$ cat src/rtl/rram_wv_pkg.sv
package rram_wv_pkg;

    localparam int DAC_W = 10;

    typedef logic [DAC_W-1:0] dac_t;

    typedef enum logic [2:0] {
        ST_IDLE,
        ST_CPULSE,
        ST_CVERIFY,
        ST_FPULSE,
        ST_FVERIFY
    } wv_state_e;

    typedef enum logic {
        PK_SET   = 1'b0,
        PK_RESET = 1'b1
    } pulse_kind_e;

    typedef struct packed {
        dac_t coarse_bl;
        dac_t wl_start;
        dac_t fbl_start;
        dac_t fbl_step;
        dac_t fbl_ceil;
        dac_t sl_start;
        dac_t sl_step;
        dac_t sl_ceil;
    } range_cfg_t;

    // Per-range drive levels, one LSB = 10 mV
    function automatic range_cfg_t range_cfg(int unsigned r);
        range_cfg_t c;
        c.coarse_bl = dac_t'(200);
        c.wl_start  = dac_t'(286 + 4 * r);
        c.fbl_start = dac_t'(120 + 10 * r);
        c.fbl_step  = dac_t'(20);
        c.fbl_ceil  = dac_t'(400);
        c.sl_start  = dac_t'(150 + 10 * r);
        c.sl_step   = dac_t'(10);
        c.sl_ceil   = dac_t'(350);
        return c;
    endfunction

endpackage

$ cat src/rtl/wv_range_table.sv
module wv_range_table
    import rram_wv_pkg::*;
#(
    parameter int NUM_RANGES = 4,
    parameter int RANGE_W    = 2
) (
    input  logic [RANGE_W-1:0] idx_i,
    output range_cfg_t         cfg_o
);

    range_cfg_t tbl [NUM_RANGES];

    for (genvar g = 0; g < NUM_RANGES; g++) begin : g_entry
        assign tbl[g] = range_cfg(g);
    end

    always_comb begin
        if (int'(idx_i) < NUM_RANGES) cfg_o = tbl[idx_i];
        else                          cfg_o = tbl[0];
    end

endmodule

$ cat src/rtl/wv_pulse_budget.sv
module wv_pulse_budget #(
    parameter int CNT_W = 8
) (
    input  logic             clk,
    input  logic             rst_n,
    input  logic             clr_i,
    input  logic             inc_i,
    input  logic [CNT_W-1:0] limit_i,
    output logic             spent_o
);

    logic [CNT_W-1:0] cnt_q;

    always_ff @(posedge clk or negedge rst_n) begin
        if (!rst_n)     cnt_q <= '0;
        else if (clr_i) cnt_q <= '0;
        else if (inc_i) cnt_q <= cnt_q + 1'b1;
    end

    assign spent_o = (cnt_q >= limit_i);


    no_overflow_chk: assert property (@(posedge clk) disable iff (!rst_n)
        inc_i && !clr_i |-> !spent_o);

endmodule

$ cat src/rtl/wv_level_step.sv
module wv_level_step #(
    parameter int W = 10
) (
    input  logic         clk,
    input  logic         rst_n,
    input  logic         clr_i,
    input  logic         adv_i,
    input  logic [W-1:0] start_i,
    input  logic [W-1:0] step_i,
    input  logic [W-1:0] ceil_i,
    output logic [W-1:0] lvl_o,
    output logic         at_ceil_o
);

    logic [W-1:0] lvl_q;
    logic         seen_q;
    logic [W:0]   sum;

    assign sum = {1'b0, lvl_q} + {1'b0, step_i};

    always_ff @(posedge clk or negedge rst_n) begin
        if (!rst_n) begin
            lvl_q  <= '0;
            seen_q <= 1'b0;
        end else if (clr_i) begin
            lvl_q  <= '0;
            seen_q <= 1'b0;
        end else if (adv_i) begin
            if (!seen_q) begin
                lvl_q  <= start_i;
                seen_q <= 1'b1;
            end else if (sum > {1'b0, ceil_i}) begin
                lvl_q <= ceil_i;
            end else begin
                lvl_q <= sum[W-1:0];
            end
        end
    end

    assign lvl_o     = lvl_q;
    assign at_ceil_o = seen_q && (lvl_q >= ceil_i);


    lvl_ceiling_chk: assert property (@(posedge clk) disable iff (!rst_n)
        adv_i && !clr_i && seen_q |=> lvl_q <= $past(ceil_i));

endmodule

$ cat src/rtl/rram_wv_ctrl.sv
module rram_wv_ctrl
    import rram_wv_pkg::*;
#(
    parameter int NUM_RANGES = 4,
    parameter int CNT_W      = 8,
    parameter int RANGE_W    = (NUM_RANGES > 1) ? $clog2(NUM_RANGES) : 1
) (
    input  logic               clk,
    input  logic               rst_n,
    input  logic               start_i,
    input  logic [RANGE_W-1:0] range_i,
    input  logic [CNT_W-1:0]   coarse_limit_i,
    input  logic [CNT_W-1:0]   fine_limit_i,
    output logic               pulse_req_o,
    output logic               pulse_kind_o,
    output logic [DAC_W-1:0]   bl_code_o,
    output logic [DAC_W-1:0]   sl_code_o,
    output logic [DAC_W-1:0]   wl_code_o,
    input  logic               pulse_ack_i,
    output logic               verify_req_o,
    input  logic               verify_ack_i,
    input  logic               vfy_in_i,
    input  logic               vfy_above_i,
    input  logic               vfy_below_i,
    output logic               busy_o,
    output logic               done_o,
    output logic               fail_o
);

    localparam dac_t WL_MAX = '1;

    wv_state_e          state_q, state_d;
    logic [RANGE_W-1:0] range_q;
    logic [CNT_W-1:0]   climit_q, flimit_q;
    pulse_kind_e        kind_q, kind_d;
    dac_t               wl_lvl_q;
    logic               done_q, fail_q;

    logic start_acc, set_done, set_fail;
    logic c_inc, f_inc, c_spent, f_spent;
    logic bl_adv, sl_adv, wl_bump, wl_load;
    logic res_in, res_above, res_below;
    dac_t bl_lvl, sl_lvl;
    logic bl_at_ceil, sl_at_ceil;
    range_cfg_t cfg;

    wv_range_table #(.NUM_RANGES(NUM_RANGES), .RANGE_W(RANGE_W)) u_tbl (
        .idx_i (range_q),
        .cfg_o (cfg)
    );

    wv_pulse_budget #(.CNT_W(CNT_W)) u_cbud (
        .clk, .rst_n, .clr_i(start_acc), .inc_i(c_inc),
        .limit_i(climit_q), .spent_o(c_spent)
    );

    wv_pulse_budget #(.CNT_W(CNT_W)) u_fbud (
        .clk, .rst_n, .clr_i(start_acc), .inc_i(f_inc),
        .limit_i(flimit_q), .spent_o(f_spent)
    );

    wv_level_step #(.W(DAC_W)) u_bl (
        .clk, .rst_n, .clr_i(start_acc), .adv_i(bl_adv),
        .start_i(cfg.fbl_start), .step_i(cfg.fbl_step), .ceil_i(cfg.fbl_ceil),
        .lvl_o(bl_lvl), .at_ceil_o(bl_at_ceil)
    );

    wv_level_step #(.W(DAC_W)) u_sl (
        .clk, .rst_n, .clr_i(start_acc), .adv_i(sl_adv),
        .start_i(cfg.sl_start), .step_i(cfg.sl_step), .ceil_i(cfg.sl_ceil),
        .lvl_o(sl_lvl), .at_ceil_o(sl_at_ceil)
    );

    // verify decode: in-window over above over below
    assign res_in    = vfy_in_i;
    assign res_above = !vfy_in_i && vfy_above_i;
    assign res_below = !vfy_in_i && !vfy_above_i && vfy_below_i;

    assign c_inc = (state_q == ST_CPULSE) && pulse_ack_i;
    assign f_inc = (state_q == ST_FPULSE) && pulse_ack_i;

    // next state and step strobes
    always_comb begin
        state_d   = state_q;
        kind_d    = kind_q;
        start_acc = 1'b0;
        set_done  = 1'b0;
        set_fail  = 1'b0;
        bl_adv    = 1'b0;
        sl_adv    = 1'b0;
        wl_bump   = 1'b0;
        wl_load   = 1'b0;
        unique case (state_q)
            ST_IDLE: begin
                if (start_i) begin
                    start_acc = 1'b1;
                    if (coarse_limit_i == '0) begin
                        set_fail = 1'b1;
                    end else begin
                        state_d = ST_CPULSE;
                        kind_d  = PK_SET;
                    end
                end
            end
            ST_CPULSE: begin
                if (pulse_ack_i) state_d = ST_CVERIFY;
            end
            ST_CVERIFY: begin
                if (verify_ack_i) begin
                    if (res_in) begin
                        set_done = 1'b1;
                        state_d  = ST_IDLE;
                    end else if (res_above) begin
                        if (c_spent) begin
                            set_fail = 1'b1;
                            state_d  = ST_IDLE;
                        end else begin
                            state_d = ST_CPULSE;
                            kind_d  = PK_SET;
                        end
                    end else if (res_below) begin
                        wl_load = 1'b1;
                        if (f_spent) begin
                            set_fail = 1'b1;
                            state_d  = ST_IDLE;
                        end else begin
                            sl_adv  = 1'b1;
                            kind_d  = PK_RESET;
                            state_d = ST_FPULSE;
                        end
                    end
                end
            end
            ST_FPULSE: begin
                if (pulse_ack_i) state_d = ST_FVERIFY;
            end
            ST_FVERIFY: begin
                if (verify_ack_i) begin
                    if (res_in) begin
                        set_done = 1'b1;
                        state_d  = ST_IDLE;
                    end else if (res_above || res_below) begin
                        if (f_spent) begin
                            set_fail = 1'b1;
                            state_d  = ST_IDLE;
                        end else if (res_above) begin
                            kind_d  = PK_SET;
                            state_d = ST_FPULSE;
                            if (bl_at_ceil) wl_bump = 1'b1;
                            else            bl_adv  = 1'b1;
                        end else begin
                            kind_d  = PK_RESET;
                            state_d = ST_FPULSE;
                            sl_adv  = 1'b1;
                        end
                    end
                end
            end
            default: state_d = ST_IDLE;
        endcase
    end

    // state and operation registers
    always_ff @(posedge clk or negedge rst_n) begin
        if (!rst_n) begin
            state_q  <= ST_IDLE;
            kind_q   <= PK_SET;
            range_q  <= '0;
            climit_q <= '0;
            flimit_q <= '0;
            wl_lvl_q <= '0;
            done_q   <= 1'b0;
            fail_q   <= 1'b0;
        end else begin
            state_q <= state_d;
            kind_q  <= kind_d;
            if (start_acc) begin
                range_q  <= range_i;
                climit_q <= coarse_limit_i;
                flimit_q <= fine_limit_i;
                done_q   <= 1'b0;
                fail_q   <= set_fail;
            end else begin
                if (set_done) done_q <= 1'b1;
                if (set_fail) fail_q <= 1'b1;
            end
            if (wl_load)
                wl_lvl_q <= cfg.wl_start;
            else if (wl_bump && wl_lvl_q != WL_MAX)
                wl_lvl_q <= wl_lvl_q + 1'b1;
        end
    end

    // outputs by state
    always_comb begin
        pulse_req_o  = 1'b0;
        verify_req_o = 1'b0;
        pulse_kind_o = 1'b0;
        bl_code_o    = '0;
        sl_code_o    = '0;
        wl_code_o    = '0;
        unique case (state_q)
            ST_IDLE: ;
            ST_CPULSE: begin
                pulse_req_o  = 1'b1;
                pulse_kind_o = PK_SET;
                bl_code_o    = cfg.coarse_bl;
                wl_code_o    = cfg.wl_start;
            end
            ST_FPULSE: begin
                pulse_req_o  = 1'b1;
                pulse_kind_o = kind_q;
                wl_code_o    = wl_lvl_q;
                if (kind_q == PK_SET) bl_code_o = bl_lvl;
                else                  sl_code_o = sl_lvl;
            end
            ST_CVERIFY, ST_FVERIFY: verify_req_o = 1'b1;
            default: ;
        endcase
    end

    assign busy_o = (state_q != ST_IDLE);
    assign done_o = done_q;
    assign fail_o = fail_q;


    req_exclusive_chk: assert property (@(posedge clk) disable iff (!rst_n)
        !(pulse_req_o && verify_req_o));


    pulse_codes_stable_chk: assert property (@(posedge clk) disable iff (!rst_n)
        pulse_req_o && !pulse_ack_i |=>
            $stable(bl_code_o) && $stable(sl_code_o) && $stable(wl_code_o) && $stable(pulse_kind_o));


    pulse_then_verify_chk: assert property (@(posedge clk) disable iff (!rst_n)
        pulse_req_o && pulse_ack_i |=> verify_req_o);


    done_fail_excl_chk: assert property (@(posedge clk) disable iff (!rst_n)
        !(done_o && fail_o));


    flag_idle_chk: assert property (@(posedge clk) disable iff (!rst_n)
        (done_o || fail_o) |-> !busy_o);


    busy_start_ignored_chk: assert property (@(posedge clk) disable iff (!rst_n)
        busy_o && start_i |=> $stable(range_q) && $stable(climit_q) && $stable(flimit_q));


    fine_bl_ceiling_chk: assert property (@(posedge clk) disable iff (!rst_n)
        (state_q == ST_FPULSE) |-> bl_code_o <= cfg.fbl_ceil);

endmodule

$ cat config.mk
export PLATFORM = sky130hd
export DESIGN_NAME = rram_wv_ctrl
export DESIGN_NICKNAME = d
export VERILOG_FILES = /design/src/rtl/rram_wv_pkg.sv /design/src/rtl/wv_range_table.sv /design/src/rtl/wv_pulse_budget.sv /design/src/rtl/wv_level_step.sv /design/src/rtl/rram_wv_ctrl.sv
export SDC_FILE = /design/constraint.sdc
export NUM_CORES = 1
export LEC_CHECK = 0
export BUFFER_PORTS_ARGS = -buffer_cell sky130_fd_sc_hd__buf_2
export CORE_AREA = 2 2 117 119
export CTS_BUF_LIST = sky130_fd_sc_hd__clkbuf_4 sky130_fd_sc_hd__clkbuf_8
export DETAILED_ROUTE_END_ITERATION = 8
export DIE_AREA = 0 0 119 121
export PLACE_DENSITY = 0.73
export SLEW_MARGIN = 20
export SYNTH_ARGS = -nofsm -noshare
export SYNTH_HDL_FRONTEND = slang
export SYNTH_HIERARCHICAL = 1
export SYNTH_SLANG_ARGS = --single-unit
export TNS_END_PERCENT = 50
$ cat constraint.sdc
create_clock -name clk -period 5.1 [get_ports clk]
set_clock_uncertainty 0.05 [all_clocks]
set_input_delay 0.765 -clock clk [delete_from_list [all_inputs] [get_ports clk]]
set_output_delay 0.765 -clock clk [all_outputs]
set_load 0.03 [all_outputs]
After elaboration in Yosys (flattened, before gate mapping)
Cells that the tools add are included.
{ "totals": {"inputBits": 26, "out_inout_bits": 36, "register_bits": 72} }
{ "classes": {"addsub": 5, "muxes": 107, "magnitude_cmp": 6, "n_eq_ne": 20, "bitwise_logic": 1, "n_reduce_logical": 25} }
{ "op_table": {"columns": ["op", "count"], "rows": [
  ["binary-select mux 80 bit (select 2 bit)", 1],
  ["2-to-1 mux 80 bit", 2],
  ["2-to-1 mux 10 bit", 13],
  ["2-to-1 mux 1 bit", 69],
  ["case mux 10 bit (2 select lines)", 2],
  ["2-to-1 mux 3 bit", 11],
  ["2-to-1 mux 8 bit", 4],
  ["adder 10 x 10 -> 11 bit", 2],
  ["greater-than comparator 11 x 10 -> 1 bit", 2],
  ["!= test 2 bit, second input constant", 10],
  ["adder 8 x 1 -> 8 bit, second input constant", 2],
  [">= comparator 8 bit", 2],
  ["case mux 3 bit (5 select lines)", 1],
  ["nonzero test 2 bit", 7],
  ["!= test 3 bit, second input constant", 4],
  ["AND reduction 12 bit", 1],
  ["adder 10 x 1 -> 10 bit, second input constant", 1],
  [">= comparator 10 bit", 1],
  ["!= test 10 bit, second input constant", 1],
  ["logical NOT 8 bit", 1],
  ["AND reduction 8 bit", 1],
  ["logical AND 1 bit", 7],
  ["equality test 3 x 2 -> 1 bit, second input constant", 2],
  ["case mux 1 bit (3 select lines)", 2],
  ["12 further kinds", 15]
]} }

Depth between registers and ports, before layout
{ "depth": {"word_depth": 16, "depth_mapped": 19} }

By module
The synthesis kept the hierarchy.
{ "modules_own_cells": {"columns": ["mod", "area_per_inst_um2", "cells_each", "n_inst"], "rows": [
  ["wv_level_step", 1541.5, 189, 2],
  ["rram_wv_ctrl", 2199.6, 241, 1],
  ["wv_pulse_budget", 583.1, 60, 2],
  ["wv_range_table", 629.4, 85, 1]
]} }

Worst setup path after synthesis
OpenSTA, ideal clock, no wires.
{ "synth_timing": {"kind": "register to register", "startpoint": "register u_sl.lvl_q[1] (netlist: u_sl/lvl_o[1])", "endpoint": "register u_sl.lvl_q[7] (netlist: u_sl/lvl_o[7])", "setup_ps": 99, "path_stages_with_launch": 17, "setup_slack_ps": 1573, "t_arrival_ps": 3377, "period_less_slack_ps": 3527, "required_time_ps": 4951, "n_path_buf": 1, "path_cell_list": "dfrtp_1 -> inv_1 -> fa_1 -> or2b_2 -> a21oi_1 -> o21a_1 -> nor2_1 -> xnor2_1 -> ha_1 -> and3_1 -> nand3_1 -> o21bai_1 -> a221oi_2 -> or2_1 -> buf_6 -> o21ai_0 -> a311oi_1"} }
{ "synth_between": {"elab_chain_cells": 6} }
{ "synth_lines": {"columns": ["item", "line", "rtl"], "rows": [
  ["start, declared", "wv_level_step.sv:15", "logic [W-1:0] lvl_q;"],
  ["start signal, assigned", "wv_level_step.sv:30", "lvl_q <= start_i;"],
  ["start signal, assigned", "wv_level_step.sv:33", "lvl_q <= ceil_i;"],
  ["start signal, assigned", "wv_level_step.sv:35", "lvl_q <= sum[W-1:0];"],
  ["adder 10 x 10 -> 11 bit *", "wv_level_step.sv:19", "assign sum = {1'b0, lvl_q} + {1'b0, step_i};"],
  ["greater-than comparator 11 x 10 -> 1 bit", "wv_level_step.sv:32", "end else if (sum > {1'b0, ceil_i}) begin"],
  ["2-to-1 mux 10 bit *", "wv_level_step.sv:32", null],
  ["2-to-1 mux 10 bit *", "wv_level_step.sv:29", "if (!seen_q) begin"],
  ["2-to-1 mux 10 bit *", "wv_level_step.sv:28", "end else if (adv_i) begin"],
  ["2-to-1 mux 10 bit *", "wv_level_step.sv:25", "end else if (clr_i) begin"]
]} }
Mark *: on every way between the ends. The rest lies on a longest branch, timed or not. The select of a mux whose other input is x is not followed.
A chain may end at the register's enable or synchronous reset.

Worst setup path after layout
Ends and elaborated chain as after synthesis.

==> flow_summary_export.csv <==
group,metric,value,unit
worst_setup_path,end_kind,"flop",
clock_network,clkTransAtPathRegs,80,ps
drt,vias_per_cell,5.220,
cells_and_area,syn_to_final_growth,4.368,%
worst_setup_path,arrival,4180,ps
timing,fin_crit_sh,0.7768,
placed_design,port_buffers,61,
global_route,globalRouteOverflowTotal,0,
timing,finalSetupTns,0,ps
cells_and_area,drive_gt1_frac,0.1474,
floorplanning,die_h,121,um
clock_network,cts_tree,"yes",
yosys,netlist_instances,799,
global_route,grt_usage,0.2017,
clock_network,cts_buffers,9,
timing,worst_pin_slew,940.8,ps
clock_network,root_buffer,"clkbuf_8",
floorplanning,die_x,119,um
yosys,syn-cell-area,6875,sq um
timing,setup_violations,0,
global_route,antenna_found_initial,0,
flow_run,maxCapViolCount,0,
worst_setup_path,crit_path_end,"u_sl/lvl_o[7]",
cells_and_area,stdcell_area,7176,sq um
drt,dr.pass1.iters,5,
min_path,holdCritPathClass,"flop to flop",
power,vdd_drop_max,0.0003601,V
worst_setup_path,critPathMaxFanout,8,
drt,ant_nets,0,
power,combPwrFrac,0.542,
worst_setup_path,timing.rr.start,"u_sl/lvl_o[1]",
power,p_clk_frac,0.159,
yosys,syn_area_per_cell,8.605,sq um
worst_setup_path,crit_type,"flop to flop",
worst_setup_path,cp-start-kind,"flop",
global_route,grt_pass1_wl,23680,um
clock_network,htreeDepth,3,
placed_design,place_area,6965,sq um
cells_and_area,num_antenna_cells,0,
power,p_leak,3.745,nW
timing,maxClockFrequency,252.4,MHz
floorplanning,rows,42,
drt,wl_per_cell,13.61,um
drt,routed_wl,13840,um
clock_network,clock_latency,360,ps
worst_setup_path,worstRegToRegCells,15,
drt,drt_iter0_drc,247,
cells_and_area,fill_cells,1216,
power,power_density,430.5,nW/um^2
placed_design,place_hpwl,10630,um
drt,route.detailed.drc,0,
drt,num_vias,5309,
cells_and_area,postLayoutCoreUtil,0.5484,
clock_network,cts_max_path_buffers,2,
placed_design,place_congestion,0.8691,
power,p_int,0.001667,W
timing,maxSlewViolCount,0,
placed_design,placed_cells,1001,
floorplanning,core_area,13090,sq um
worst_setup_path,rrSetupSlack,1140,ps
clock_network,cts_sinks,72,
clock_network,cts_resized,0,
timing,final_hold_viol_count,0,
global_route,grt_pass1_vias,4988,
power,seqPwrFrac,0.299,
worst_setup_path,worstReg2RegEnd,"u_sl/lvl_o[7]",
power,p_switching,0.001423,W
timing,rsz0062_at_grt,"no",
timing,hold_ws,460.0,ps
power,switching_share,0.4606,
cells_and_area,layout.cells.non_filler,1017,
timing,relSlewSlack,0.3728,
cells_and_area,fin_nets,936,
clock_network,cts_setup_buffers,0,
worst_setup_path,worstPathRequired,5310,ps
clock_network,postCtsHoldBufs,0,
floorplanning,io_pins,62,
yosys,yosys_warnings,6,
global_route,grt_max_degree,73,
timing,fin_crit,3962,ps
run_status,status,"completed",
floorplanning,dieArea,14400,sq um
floorplanning,start_util,0.5254,
worst_setup_path,worstSetupStartpoint,"u_sl/lvl_o[1]",
[critical path, stage by stage (launching register included)]
cell and delay [ps]:
dfrtp_1 390, inv_1 80, fa_1 410, or2b_2 310, a21oi_1 260, o21a_1 150
nor2_1 50, xnor2_1 180, ha_1 170, and3_1 180, nand3_1 100, o21bai_1 180
a221oi_2 590, or2_1 380, o21ai_0 120, a311oi_1 260
[cells in the final DEF (no fill, tap or decap), types with 7 or more instances in the layout]
master and instances:
mux2i_1 27, xor2_1 20, nand2_1 57, a21o_1 16, o21ai_0 48, nor2b_1 21, or3_1 8, inv_1 58
ha_1 72, nor3_1 11, clkbuf_8 11, nand4_1 8, xnor2_1 13, mux2_2 19, o22ai_1 7, a21oi_1 40
dfrtp_1 72, nand3_1 20, buf_2 60, nor2_1 59, a31oi_1 7, conb_1 64, and2_1 10, and3_1 9
[sequential cells by signal, indices dropped and copies added, names as in the netlist, 2 cells and up]
register / count
climit_q: 8
u_sl/lvl_o: 10
u_bl/lvl_o: 10
flimit_q: 8
u_fbud/cnt_q: 8
range_q: 2
state_q: 3
u_cbud/cnt_q: 8
wl_lvl_q: 10
[power groups by stage]
stage / registers (W) / clock network, W / logic [W]
6_report: 0.000924 / 0.000490 / 0.00168
5_1_grt: 0.000954 / 0.000525 / 0.00187
4_1_cts: 0.000924 / 0.000503 / 0.00167
3_5_place_dp: 0.000935 / 0 / 0.00166
3_3_place_gp: 0.000927 / 0 / 0.00163
2_1_floorplan: 0.000879 / 0 / 0.00148
[per-layer routing]
layer,GRT usage,vias up,share of wire
met5,0,-,0
met4,0.06473,0,0.0096
met3,0.02726,9,0.029
met2,0.3258,82,0.45
met1,0.2805,2494,0.51
li1,-,2724,-
[stage by stage]
| stage | total power (W) | worst slack [ps] |
|---|---|---|
| 2_1_floorplan | 0.002359 | 1598 |
| 3_3_place_gp | 0.002556 | 1256 |
| 3_5_place_dp | 0.002596 | 1141 |
| 4_1_cts | 0.003095 | 1142 |
| 5_1_grt | 0.003351 | 797.6 |
| 6_report | 0.003089 | 1138 |
[final cells by class]
| class | count | area, sq um | share of cell area |
|---|---|---|---|
| Timing Repair Buffer | 66 | 345.3 | 0.04813 |
| Clock buffer | 12 | 158.9 | 0.02214 |
| Inverter | 62 | 232.7 | 0.03243 |
| Multi-Input combinational cell | 625 | 4365 | 0.6084 |
| Tap cell | 176 | 220.2 | 0.03069 |
| Sequential cell | 72 | 1802 | 0.2511 |
| Clock inverter | 4 | 51.30 | 0.007149 |
[worst min path at each step]
| stage | start | endpoint | slack [ps] | cells past startpoint |
|---|---|---|---|---|
| 5_1_grt | flimit_q[4] | flimit_q[4] | 480 | 1 |
| 4_1_cts | flimit_q[7] | flimit_q[7] | 460 | 1 |
| 3_3_place_gp | done_o | done_o | 420 | 2 |
| 6_report | flimit_q[4] | flimit_q[4] | 460 | 1 |
| 2_1_floorplan | u_sl/lvl_o[2] | u_sl/lvl_o[2] | 410 | 2 |
| 3_5_place_dp | flimit_q[7] | flimit_q[7] | 450 | 1 |
(Power assumes the default switching activity.)
